File: config.mk
export PLATFORM = sky130hd
export DESIGN_NAME = framed_spi_regs
export DESIGN_NICKNAME = d
export VERILOG_FILES = /design/src/rtl/fspi_pkg.sv /design/src/rtl/fspi_ctrl.sv /design/src/rtl/fspi_dp.sv /design/src/rtl/framed_spi_regs.sv
export SDC_FILE = /design/constraint.sdc
export NUM_CORES = 1
export LEC_CHECK = 0
export BUFFER_PORTS_ARGS = -buffer_cell sky130_fd_sc_hd__buf_2
export CAP_MARGIN = 20
export CORE_MARGIN = 5
export CORE_UTILIZATION = 25
export CTS_CLUSTER_DIAMETER = 80
export CTS_CLUSTER_SIZE = 28
export DETAILED_ROUTE_END_ITERATION = 10
export HOLD_SLACK_MARGIN = 0.03
export PLACE_DENSITY = 0.38
export SLEW_MARGIN = 20
export SYNTH_ARGS = -nofsm -noshare
export SYNTH_HDL_FRONTEND = slang
export SYNTH_SLANG_ARGS = --single-unit
File: constraint.sdc
create_clock -name clk -period 4.5 [get_ports clk]
set_clock_uncertainty 0.1 [all_clocks]
set_input_delay 0.225 -clock clk [delete_from_list [all_inputs] [get_ports clk]]
set_output_delay 0.225 -clock clk [all_outputs]
set_load 0.01 [all_outputs]
File: src/rtl/fspi_pkg.sv
package fspi_pkg;
  localparam int BYTE_W    = 8;
  localparam int BCAST_BIT = 7;
  localparam int RW_BIT    = 6;
  localparam int CID_W     = 4;

  typedef enum logic [1:0] {
    PH_CTRL = 2'd0,
    PH_ADDR = 2'd1,
    PH_DATA = 2'd2
  } phase_e;

  // strobes from control to datapath
  typedef struct packed {
    logic              wrEn;
    logic [BYTE_W-1:0] wrAddr;
    logic [BYTE_W-1:0] wrData;
    logic              rdLoad;
    logic [BYTE_W-1:0] rdAddr;
    logic              txShift;
    logic              txDrive;
  } strobe_t;
endpackage

File: src/rtl/fspi_ctrl.sv
module fspi_ctrl
  import fspi_pkg::*;
#(
  parameter int SYNC_STAGES = 2
) (
  input  logic    clk,
  input  logic    rstN,
  input  logic    sclkIn,
  input  logic    nssIn,
  input  logic    mosiIn,
  output strobe_t stb
);
  localparam int CNT_W = $clog2(BYTE_W + 1);

  logic [SYNC_STAGES-1:0] sclkSync, nssSync, mosiSync;
  logic sclkPrev, nssPrev;

  always_ff @(posedge clk or negedge rstN) begin
    if (!rstN) begin
      sclkSync <= '0;
      nssSync  <= '1;
      mosiSync <= '0;
      sclkPrev <= 1'b0;
      nssPrev  <= 1'b1;
    end else begin
      sclkSync <= {sclkSync[SYNC_STAGES-2:0], sclkIn};
      nssSync  <= {nssSync[SYNC_STAGES-2:0], nssIn};
      mosiSync <= {mosiSync[SYNC_STAGES-2:0], mosiIn};
      sclkPrev <= sclkSync[SYNC_STAGES-1];
      nssPrev  <= nssSync[SYNC_STAGES-1];
    end
  end

  logic sclkS, nssS, mosiS;
  logic sclkRise, sclkFall, nssRise, nssFall;
  assign sclkS    = sclkSync[SYNC_STAGES-1];
  assign nssS     = nssSync[SYNC_STAGES-1];
  assign mosiS    = mosiSync[SYNC_STAGES-1];
  assign sclkRise = sclkS & ~sclkPrev;
  assign sclkFall = ~sclkS & sclkPrev;
  assign nssRise  = nssS & ~nssPrev;
  assign nssFall  = ~nssS & nssPrev;

  logic [CNT_W-1:0]  bitCnt;
  logic              overQ;
  logic [BYTE_W-1:0] rxShift, ctrlQ, addrQ;
  phase_e            phaseQ;
  logic              driveQ;

  logic resync, fullByte, cntDone, cidZero, readSel, writeSel;
  assign resync   = sclkRise & nssS;
  assign cntDone  = (bitCnt == CNT_W'(BYTE_W));
  assign fullByte = cntDone & ~overQ;
  assign cidZero  = (ctrlQ[CID_W-1:0] == '0);
  assign readSel  = ctrlQ[RW_BIT] & cidZero;
  assign writeSel = ~ctrlQ[RW_BIT] & (ctrlQ[BCAST_BIT] | cidZero);

  // bit capture
  always_ff @(posedge clk or negedge rstN) begin
    if (!rstN) begin
      bitCnt  <= '0;
      overQ   <= 1'b0;
      rxShift <= '0;
    end else if (nssFall) begin
      bitCnt <= '0;
      overQ  <= 1'b0;
    end else if (sclkRise && !nssS) begin
      if (!cntDone) begin
        rxShift <= {rxShift[BYTE_W-2:0], mosiS};
        bitCnt  <= bitCnt + 1'b1;
      end else begin
        overQ <= 1'b1;
      end
    end
  end

  // packet position
  always_ff @(posedge clk or negedge rstN) begin
    if (!rstN) begin
      phaseQ <= PH_CTRL;
      ctrlQ  <= '0;
      addrQ  <= '0;
      driveQ <= 1'b0;
    end else if (resync) begin
      phaseQ <= PH_CTRL;
      driveQ <= 1'b0;
    end else if (nssRise) begin
      driveQ <= 1'b0;
      unique case (phaseQ)
        PH_CTRL: if (fullByte) begin
          ctrlQ  <= rxShift;
          phaseQ <= PH_ADDR;
        end
        PH_ADDR: if (fullByte) begin
          addrQ  <= rxShift;
          phaseQ <= PH_DATA;
        end
        PH_DATA: if (cntDone) phaseQ <= PH_CTRL;
        default: phaseQ <= PH_CTRL;
      endcase
    end else if (nssFall && phaseQ == PH_DATA && readSel) begin
      driveQ <= 1'b1;
    end
  end

  always_comb begin
    stb         = '0;
    stb.wrEn    = nssRise & ~resync & (phaseQ == PH_DATA) & cntDone & writeSel;
    stb.wrAddr  = addrQ;
    stb.wrData  = rxShift;
    stb.rdLoad  = nssFall & (phaseQ == PH_DATA) & readSel;
    stb.rdAddr  = addrQ;
    stb.txShift = sclkFall & ~nssS & driveQ;
    stb.txDrive = driveQ;
  end

  assert_bitcnt_bound_R2: assert property (@(posedge clk) disable iff (!rstN)
    bitCnt <= CNT_W'(BYTE_W));
  assert_phase_legal_R2: assert property (@(posedge clk) disable iff (!rstN)
    phaseQ inside {PH_CTRL, PH_ADDR, PH_DATA});
  assert_resync_R3: assert property (@(posedge clk) disable iff (!rstN)
    resync |=> (phaseQ == PH_CTRL) && !driveQ);
  assert_drive_in_data_R6: assert property (@(posedge clk) disable iff (!rstN)
    driveQ |-> phaseQ == PH_DATA);
  assert_drive_select_R7: assert property (@(posedge clk) disable iff (!rstN)
    driveQ |-> ctrlQ[RW_BIT] && ctrlQ[CID_W-1:0] == '0);
  assert_commit_frame_R8: assert property (@(posedge clk) disable iff (!rstN)
    stb.wrEn |=> phaseQ == PH_CTRL);
endmodule

File: src/rtl/fspi_dp.sv
module fspi_dp
  import fspi_pkg::*;
#(
  parameter int NUM_CFG     = 4,
  parameter int CFG_BASE    = 1,
  parameter int STATUS_ADDR = 0
) (
  input  logic                        clk,
  input  logic                        rstN,
  input  strobe_t                     stb,
  input  logic [BYTE_W-1:0]           chanStatus,
  output logic                        misoOut,
  output logic                        misoOe,
  output logic [NUM_CFG*BYTE_W-1:0]   cfgFlat
);
  logic [BYTE_W-1:0] cfgQ [NUM_CFG];
  logic [BYTE_W-1:0] txQ;
  logic [BYTE_W-1:0] readValue;
  logic              wrMapped;

  always_ff @(posedge clk or negedge rstN) begin
    if (!rstN) begin
      for (int i = 0; i < NUM_CFG; i++) cfgQ[i] <= '0;
    end else if (stb.wrEn) begin
      for (int i = 0; i < NUM_CFG; i++)
        if (stb.wrAddr == BYTE_W'(CFG_BASE + i)) cfgQ[i] <= stb.wrData;
    end
  end

  genvar g;
  generate
    for (g = 0; g < NUM_CFG; g++) begin : gFlat
      assign cfgFlat[g*BYTE_W +: BYTE_W] = cfgQ[g];
    end
  endgenerate

  always_comb begin
    readValue = '0;
    if (stb.rdAddr == BYTE_W'(STATUS_ADDR)) readValue = chanStatus;
    for (int i = 0; i < NUM_CFG; i++)
      if (stb.rdAddr == BYTE_W'(CFG_BASE + i)) readValue = cfgQ[i];
  end

  always_ff @(posedge clk or negedge rstN) begin
    if (!rstN)            txQ <= '0;
    else if (stb.rdLoad)  txQ <= readValue;
    else if (stb.txShift) txQ <= {txQ[BYTE_W-2:0], 1'b0};
  end

  assign misoOut = stb.txDrive ? txQ[BYTE_W-1] : 1'b0;
  assign misoOe  = stb.txDrive;

  assign wrMapped = (stb.wrAddr >= BYTE_W'(CFG_BASE)) &&
                    (stb.wrAddr <  BYTE_W'(CFG_BASE + NUM_CFG));

  assert_hold_idle_R8: assert property (@(posedge clk) disable iff (!rstN)
    !stb.wrEn |=> $stable(cfgFlat));
  assert_unmapped_write_R5: assert property (@(posedge clk) disable iff (!rstN)
    (stb.wrEn && !wrMapped) |=> $stable(cfgFlat));
  assert_no_shift_on_load_R10: assert property (@(posedge clk) disable iff (!rstN)
    !(stb.rdLoad && stb.txShift));
endmodule

File: src/rtl/framed_spi_regs.sv
module framed_spi_regs
  import fspi_pkg::*;
#(
  parameter int NUM_CH      = 8,
  parameter int SYNC_STAGES = 2
) (
  input  logic                  clk,
  input  logic                  rstN,
  input  logic                  sclkIn,
  input  logic                  nssIn,
  input  logic                  mosiIn,
  input  logic [NUM_CH-1:0]     chanStatus,
  output logic                  misoOut,
  output logic                  misoOe,
  output logic [2*NUM_CH-1:0]   modeCfg,
  output logic [2*NUM_CH-1:0]   dlyCfg
);
  localparam int PAIR_REGS = (2 * NUM_CH) / BYTE_W;
  localparam int NUM_CFG   = 2 * PAIR_REGS;

  strobe_t                    stb;
  logic [NUM_CFG*BYTE_W-1:0]  cfgFlat;

  fspi_ctrl #(.SYNC_STAGES(SYNC_STAGES)) u_ctrl (
    .clk    (clk),
    .rstN   (rstN),
    .sclkIn (sclkIn),
    .nssIn  (nssIn),
    .mosiIn (mosiIn),
    .stb    (stb)
  );

  fspi_dp #(.NUM_CFG(NUM_CFG), .CFG_BASE(1), .STATUS_ADDR(0)) u_dp (
    .clk        (clk),
    .rstN       (rstN),
    .stb        (stb),
    .chanStatus (chanStatus),
    .misoOut    (misoOut),
    .misoOe     (misoOe),
    .cfgFlat    (cfgFlat)
  );

  assign modeCfg = cfgFlat[2*NUM_CH-1:0];
  assign dlyCfg  = cfgFlat[4*NUM_CH-1:2*NUM_CH];
endmodule

Word-level counts from Yosys, hierarchy flattened
Cells that the tools add are included.
{"block": "classes", "n_addsub": 1, "mul": 0, "div": 0, "n_lt_le_gt_ge": 0, "n_eq_ne": 11, "shift": 0, "n_mux": 23, "bitwise_logic": 26, "reduce_logical": 22}
{"cell": "8-bit 2-to-1 mux", "n": 7}
{"cell": "1-bit bitwise AND", "n": 16}
{"cell": "8-bit by 2-bit == test with 1-bit output, second input constant", "n": 2}
{"cell": "4-bit 2-to-1 mux", "n": 3}
{"cell": "2-bit AND reduction", "n": 6}
{"cell": "4-bit AND reduction", "n": 3}
{"cell": "2-bit 2-to-1 mux", "n": 5}
{"cell": "3-bit by 1-bit != test with 1-bit output, second input constant", "n": 3}
{"cell": "1-bit NOT", "n": 9}
{"cell": "8-bit by 1-bit == test with 1-bit output, second input constant", "n": 1}
{"cell": "8-bit by 3-bit == test with 1-bit output, second input constant", "n": 1}
{"cell": "8-bit logical NOT", "n": 1}
{"cell": "2-bit nonzero test", "n": 4}
{"cell": "1-bit 2-to-1 mux", "n": 7}
{"cell": "2-bit case mux with 3 select lines", "n": 1}
{"cell": "4-bit by 1-bit adder with 4-bit output, second input constant", "n": 1}
{"cell": "4-bit == test, second input constant", "n": 1}
{"cell": "4-bit logical NOT", "n": 1}
{"cell": "1-bit logical AND", "n": 3}
{"cell": "3-bit AND reduction", "n": 1}
{"cell": "3-bit nonzero test", "n": 1}
{"cell": "2-bit by 1-bit == test with 1-bit output, second input constant", "n": 1}
{"cell": "2-bit == test, second input constant", "n": 1}
{"cell": "2-bit logical NOT", "n": 1}
{"cell": "other kinds (3)", "n": 3}
{"block": "totals", "ff_bits": 80, "latchBits": 0, "ramBits": 0, "romBits": 0, "inputBits": 13, "output_inout_bits": 34, "wordCells": 100, "memories": 0}

Depth between registers and ports, before layout
{"block": "depth", "depth_word": 9, "mapped_depth": 7, "ltp_nobuf": 6}

By module
Synthesis repeated with hierarchy kept, for this count alone.
{"block": "hier_totals", "cells_unflattened": 278, "hier_area_um2": 3649.8}
{"mod": "fspi_dp", "instances": 1, "cells_each": 155, "area_each_um2": 2015.7, "seq_area_each_um2": 1001.0}
{"mod": "fspi_ctrl", "instances": 1, "cells_each": 123, "area_each_um2": 1634.1, "seq_area_each_um2": 954.7}

Worst setup path before layout
Ideal clock, no wire load.
{"block": "synth_timing", "kind": "reg-to-reg", "start": "reg u_ctrl.bitCnt[0]", "end": "reg u_ctrl.ctrlQ[0]", "setup_time_ns": 0.125, "arrival_time_ns": 2.133, "required_ns": 4.275, "path_slack_ns": 2.142, "stages_incl_launch_ff": 8, "n_path_buf": 1, "period_less_slack_ns": 2.358, "path_cell_list": "dfrtp_1 -> inv_1 -> ha_1 -> and3b_2 -> nand2_1 -> or4b_2 -> buf_2 -> mux2_2"}
{"block": "synth_via", "elab_chain_len": 3}
{"element": "from (decl)", "line_no": "fspi_ctrl.sv:44", "text": "logic [CNT_W-1:0] bitCnt;"}
{"element": "from (signal assigned)", "line_no": "fspi_ctrl.sv:70", "text": "bitCnt <= bitCnt + 1'b1;"}
{"element": "4-bit == test", "line_no": "fspi_ctrl.sv:52", "text": "assign cntDone = (bitCnt == CNT_W'(BYTE_W));"}
{"element": "1-bit bitwise AND", "line_no": "fspi_ctrl.sv:53", "text": "assign fullByte = cntDone & ~overQ;"}
{"element": "4-bit AND reduction (no source line)"}
{"element": "to (signal assigned)", "line_no": "fspi_ctrl.sv:91", "text": "ctrlQ <= rxShift;"}
{"element": "to (decl)", "line_no": "fspi_ctrl.sv:46", "text": "logic [BYTE_W-1:0] rxShift, ctrlQ, addrQ;"}
Every way passes these cells.
A chain may end at the register's enable or synchronous reset.

Final worst setup path
{"block": "layout_timing", "start": "reg u_ctrl.ctrlQ[3]", "end": "reg u_dp.cfgQ (netlist bit u_dp.cfgFlat[8])"}
{"block": "layout_via", "elab_chain_len": 5}
{"element": "4-bit logical NOT", "line_no": "fspi_ctrl.sv:54", "text": "assign cidZero = (ctrlQ[CID_W-1:0] == '0);"}
{"element": "1-bit bitwise OR", "line_no": "fspi_ctrl.sv:56", "text": "assign writeSel = ~ctrlQ[RW_BIT] & (ctrlQ[BCAST_BIT] | cidZero);"}
{"element": "1-bit bitwise AND", "line_no": "fspi_ctrl.sv:56"}
{"element": "1-bit bitwise AND", "line_no": "fspi_ctrl.sv:108", "text": "stb.wrEn = nssRise & ~resync & (phaseQ == PH_DATA) & cntDone & writeSel;"}
{"element": "2-bit AND reduction (no source line)"}
{"element": "to (signal, indexed assignment)", "line_no": "fspi_dp.sv:26", "text": "if (stb.wrAddr == BYTE_W'(CFG_BASE + i)) cfgQ[i] <= stb.wrData;"}
{"element": "to (decl)", "line_no": "fspi_dp.sv:16", "text": "logic [BYTE_W-1:0] cfgQ [NUM_CFG];"}
Every way passes these cells.

==> summary.txt <==
Finish
  – Multi-input gate area: ~0.0015 mm^2
  – Antenna cells: 0
  – Number of fill cells: 1,388
  – Layout area overhead: 23.6%
  – Fin cells: ~470
  – Layout cells sized above 1: 0.469
  – Commonest non-fill, non-tap cell in the layout: dfrtp_1
  – Reg area: 0.00196 mm^2
  – Final #Nets: approximately 300
  – Most frequent cells in the layout: 75 x dfrtp_1, 54 x mux2_2, 45 x buf_2

Synthesis
  – Top cell type's share of synthesized area: 0.543
  – YS warnings: 0
  – Flops & latches, synth: ~80
  – Synth area leader: dfrtp_1
  – Mapped Area: ~0.0035 mm^2
  – Top cells by area, synth: dfrtp_1 54%, mux2_2 18%, mux4_2 5.2%
  – Average size of a mapped cell: 14.8 um^2
  – Net Count, Synth: between 200 and 250
  – Yosys cell types: a little over 40
  – Gate count of the mapped netlist: about 230
  – Sequential area share after synthesis: 0.566
  – Number of synthesized flops with an enable pin: 0
  – Fraction of registers with async set or reset after synthesis: 1.00
  – Top_reg_cell synth: dfrtp_1

Critical path
  – Crit end category: register
  – Crit path arrival time: 2.76 ns
  – Crit path cell chain: nor4_1 -> o2111ai_4 -> nor4_4 -> mux2_2
  – Critical Path Slowest Stage Cell: nor4_4
  – CP Class: reg -> reg
  – Worst EP required: approximately 4.6 ns
  – Crit-path max cell delay: approximately 0.74 ns
  – CP Max Fanout: 8
  – Worst Setup Start Kind: register

Power
  – Net Sw Power: around 380 uW
  – Max VDD drop: 147 uV
  – Int Power: roughly 1300 uW
  – Seq pwr share: 0.467
  – Leak pwr: between 0.0015 and 0.002 uW
  – Switching Fraction: 0.228
  – PD cells: between 300 and 400 mW/mm^2
  – Combinational share of power: 0.034
  – Clock power share: 0.499
  – Total power: ~1700 uW

Floorplan
  – Initial core utilization: 0.252
  – Top-Level Pins: 47
  – Core area: ~0.014 mm^2
  – Die span in y: around 130 um
  – Die W: around 130 um
  – Die area: ~0.016 mm^2
  – Num rows: 43

Clock tree
  – Clk_lat worst skew: about 0.34 ns
  – H-tree levels: 3
  – Clk sinks: between 70 and 80
  – Max Root-Sink Buffers: 2
  – TritonCTS buffer count: 9
  – CTS resizes: 0
  – Root buffer cell: clkbuf_16
  – CTS tree: built
  – Setup Buffers After CTS: 0
  – Register clock-pin slew on the reported worst setup and hold paths: 0.06 ns
  – Hold-fix buffers, CTS: 4

STA
  – F_max: roughly 380 MHz
  – Fin crit share: 0.586
  – Setup TNS: 0 ns
  – Setup Viol. Count Final: 0
  – Pins Over Slew Limit: 0
  – Fin Hold WS: 0.246 ns
  – Slew HR: 0.351
  – Least-Margin Pin Slew: just under 1 ns
  – Clock period minus worst slack: about 2.6 ns
  – Hold Vio Cnt, Final: 0
  – RSZ-0062 raised after global routing: false

Place
  – GP Congestion: roughly 0.7
  – Placed wire-length estimate: around 5.8 mm
  – I/O Buffers: between 40 and 50
  – Placed cells: between 400 and 500

Hold path
  – HP Class: reg -> reg

Detailed routing
  – Initial DRC count: 135
  – Vias: approximately 2,200
  – Drt total wl: roughly 8.6 mm
  – DR pass1 iterations: 4
  – Antenna Nets Post-Route: 0
  – Average wire per standard cell: ~18 um
  – Via density per instance: 4.62
  – Drt drc: 0

Global routing
  – Overall Global Routing Usage: 0.113
  – Vias in the first global route: around 2,300
  – First-pass GRT wire length: roughly 14 mm
  – Initial antenna violation count: 0
  – Largest net degree at the start of global routing: 79
  – Remaining global-route overflow: 0

Job
  – Maxcap violations: 0

Run status
  – Outcome: complete, no violations
==> cells by family after synthesis <==
group / share of synthesized area
adder cells (fa/ha/maj): 0.00724
XOR/XNOR: 0.00507
buffers and inverters: 0.0123
multiplexers: 0.248
AND/OR/NAND/NOR: 0.104
AO/OA/AOI/OAI: 0.0579
flip-flops: 0.566
==> path summary, 6_finish.rpt <==
path | startpoint | endpoint | slack (ns) | cells after the start
worst max-delay path | u_ctrl.ctrlQ[3] | u_dp.cfgFlat[8] | 1.86 | 4
worst min-delay path | u_ctrl.sclkSync[0] | u_ctrl.sclkSync[1] | 0.25 | 0
worst max register to register | u_ctrl.ctrlQ[3] | u_dp.cfgFlat[8] | 1.86 | 4
worst min register to register | u_ctrl.sclkSync[0] | u_ctrl.sclkSync[1] | 0.25 | 0
max in group asynchronous | rstN | u_dp.cfgFlat[11] | 3.39 | 2
min in group asynchronous | rstN | u_ctrl.sclkSync[1] | 0.39 | 2
==> cell usage after synthesis, types with 3 or more instances <==
cell type,count
nand2_1,6
nor4_4,4
clkbuf_1,4
inv_1,5
a221oi_1,8
mux4_2,8
nand4_1,3
dfrtp_1,75
nand2b_1,6
a21oi_1,10
nor2_1,5
mux2_2,54
o21ai_0,3
mux2i_1,7
dfstp_2,3
==> critical path: cells and delay by family, from the launching register on <==
kind | cells | cell delay [ns]
multiplexers | 1 | 0.40
AO/OA/AOI/OAI | 1 | 0.28
AND/OR/NAND/NOR | 2 | 1.35
flip-flops | 1 | 0.37
==> layout make-up <==
class,instances,share of cell area
clock buffer,10,0.0536
clock inverter,6,0.0258
inverter,5,0.00439
multi-input combinational,145,0.341
sequential,78,0.458
tap,180,0.0527
timing repair buffer,50,0.0647
==> power groups by stage <==
stage                     Combinational, uW  Clock (uW)  Sequential (uW)
after floorplan                        30.4           0              762
after global placement                 55.7           0              801
after detailed placement               55.7           0              801
after CTS                              58.5         859              788
after global routing                   64.9         888              791
final                                  56.8         837              784
==> sequential cells by signal, summed over array words and instances (netlist names), 4 cells and up <==
| name | count |
|---|---|
| u_dp.cfgFlat | 32 |
| u_ctrl.addrQ | 8 |
| u_ctrl.rxShift | 8 |
| u_dp.txQ | 8 |
| u_ctrl.ctrlQ | 6 |
| u_ctrl.bitCnt | 4 |
==> per-stage QoR <==
step	util	area, um^2	worst slack, ns
floorplan	-	3460	2.14
global placement	0.284	3890	1.87
detailed placement	0.284	3890	1.84
CTS	0.311	4270	1.82
global route	0.312	4270	1.51
finish	0.312	4270	1.86
==> metal layers <==
metal / global-route usage / routed length [um] / up-vias / part of all wire
li1: - / - / 996 / -
met1: 0.151 / 4010 / 1130 / 0.46
met2: 0.171 / 4030 / 47 / 0.47
met3: 0.0272 / 364 / 15 / 0.042
met4: 0.0599 / 216 / 0 / 0.025
met5: 0 / 0 / - / 0
No activity file was read; power rests on OpenSTA's default activity.
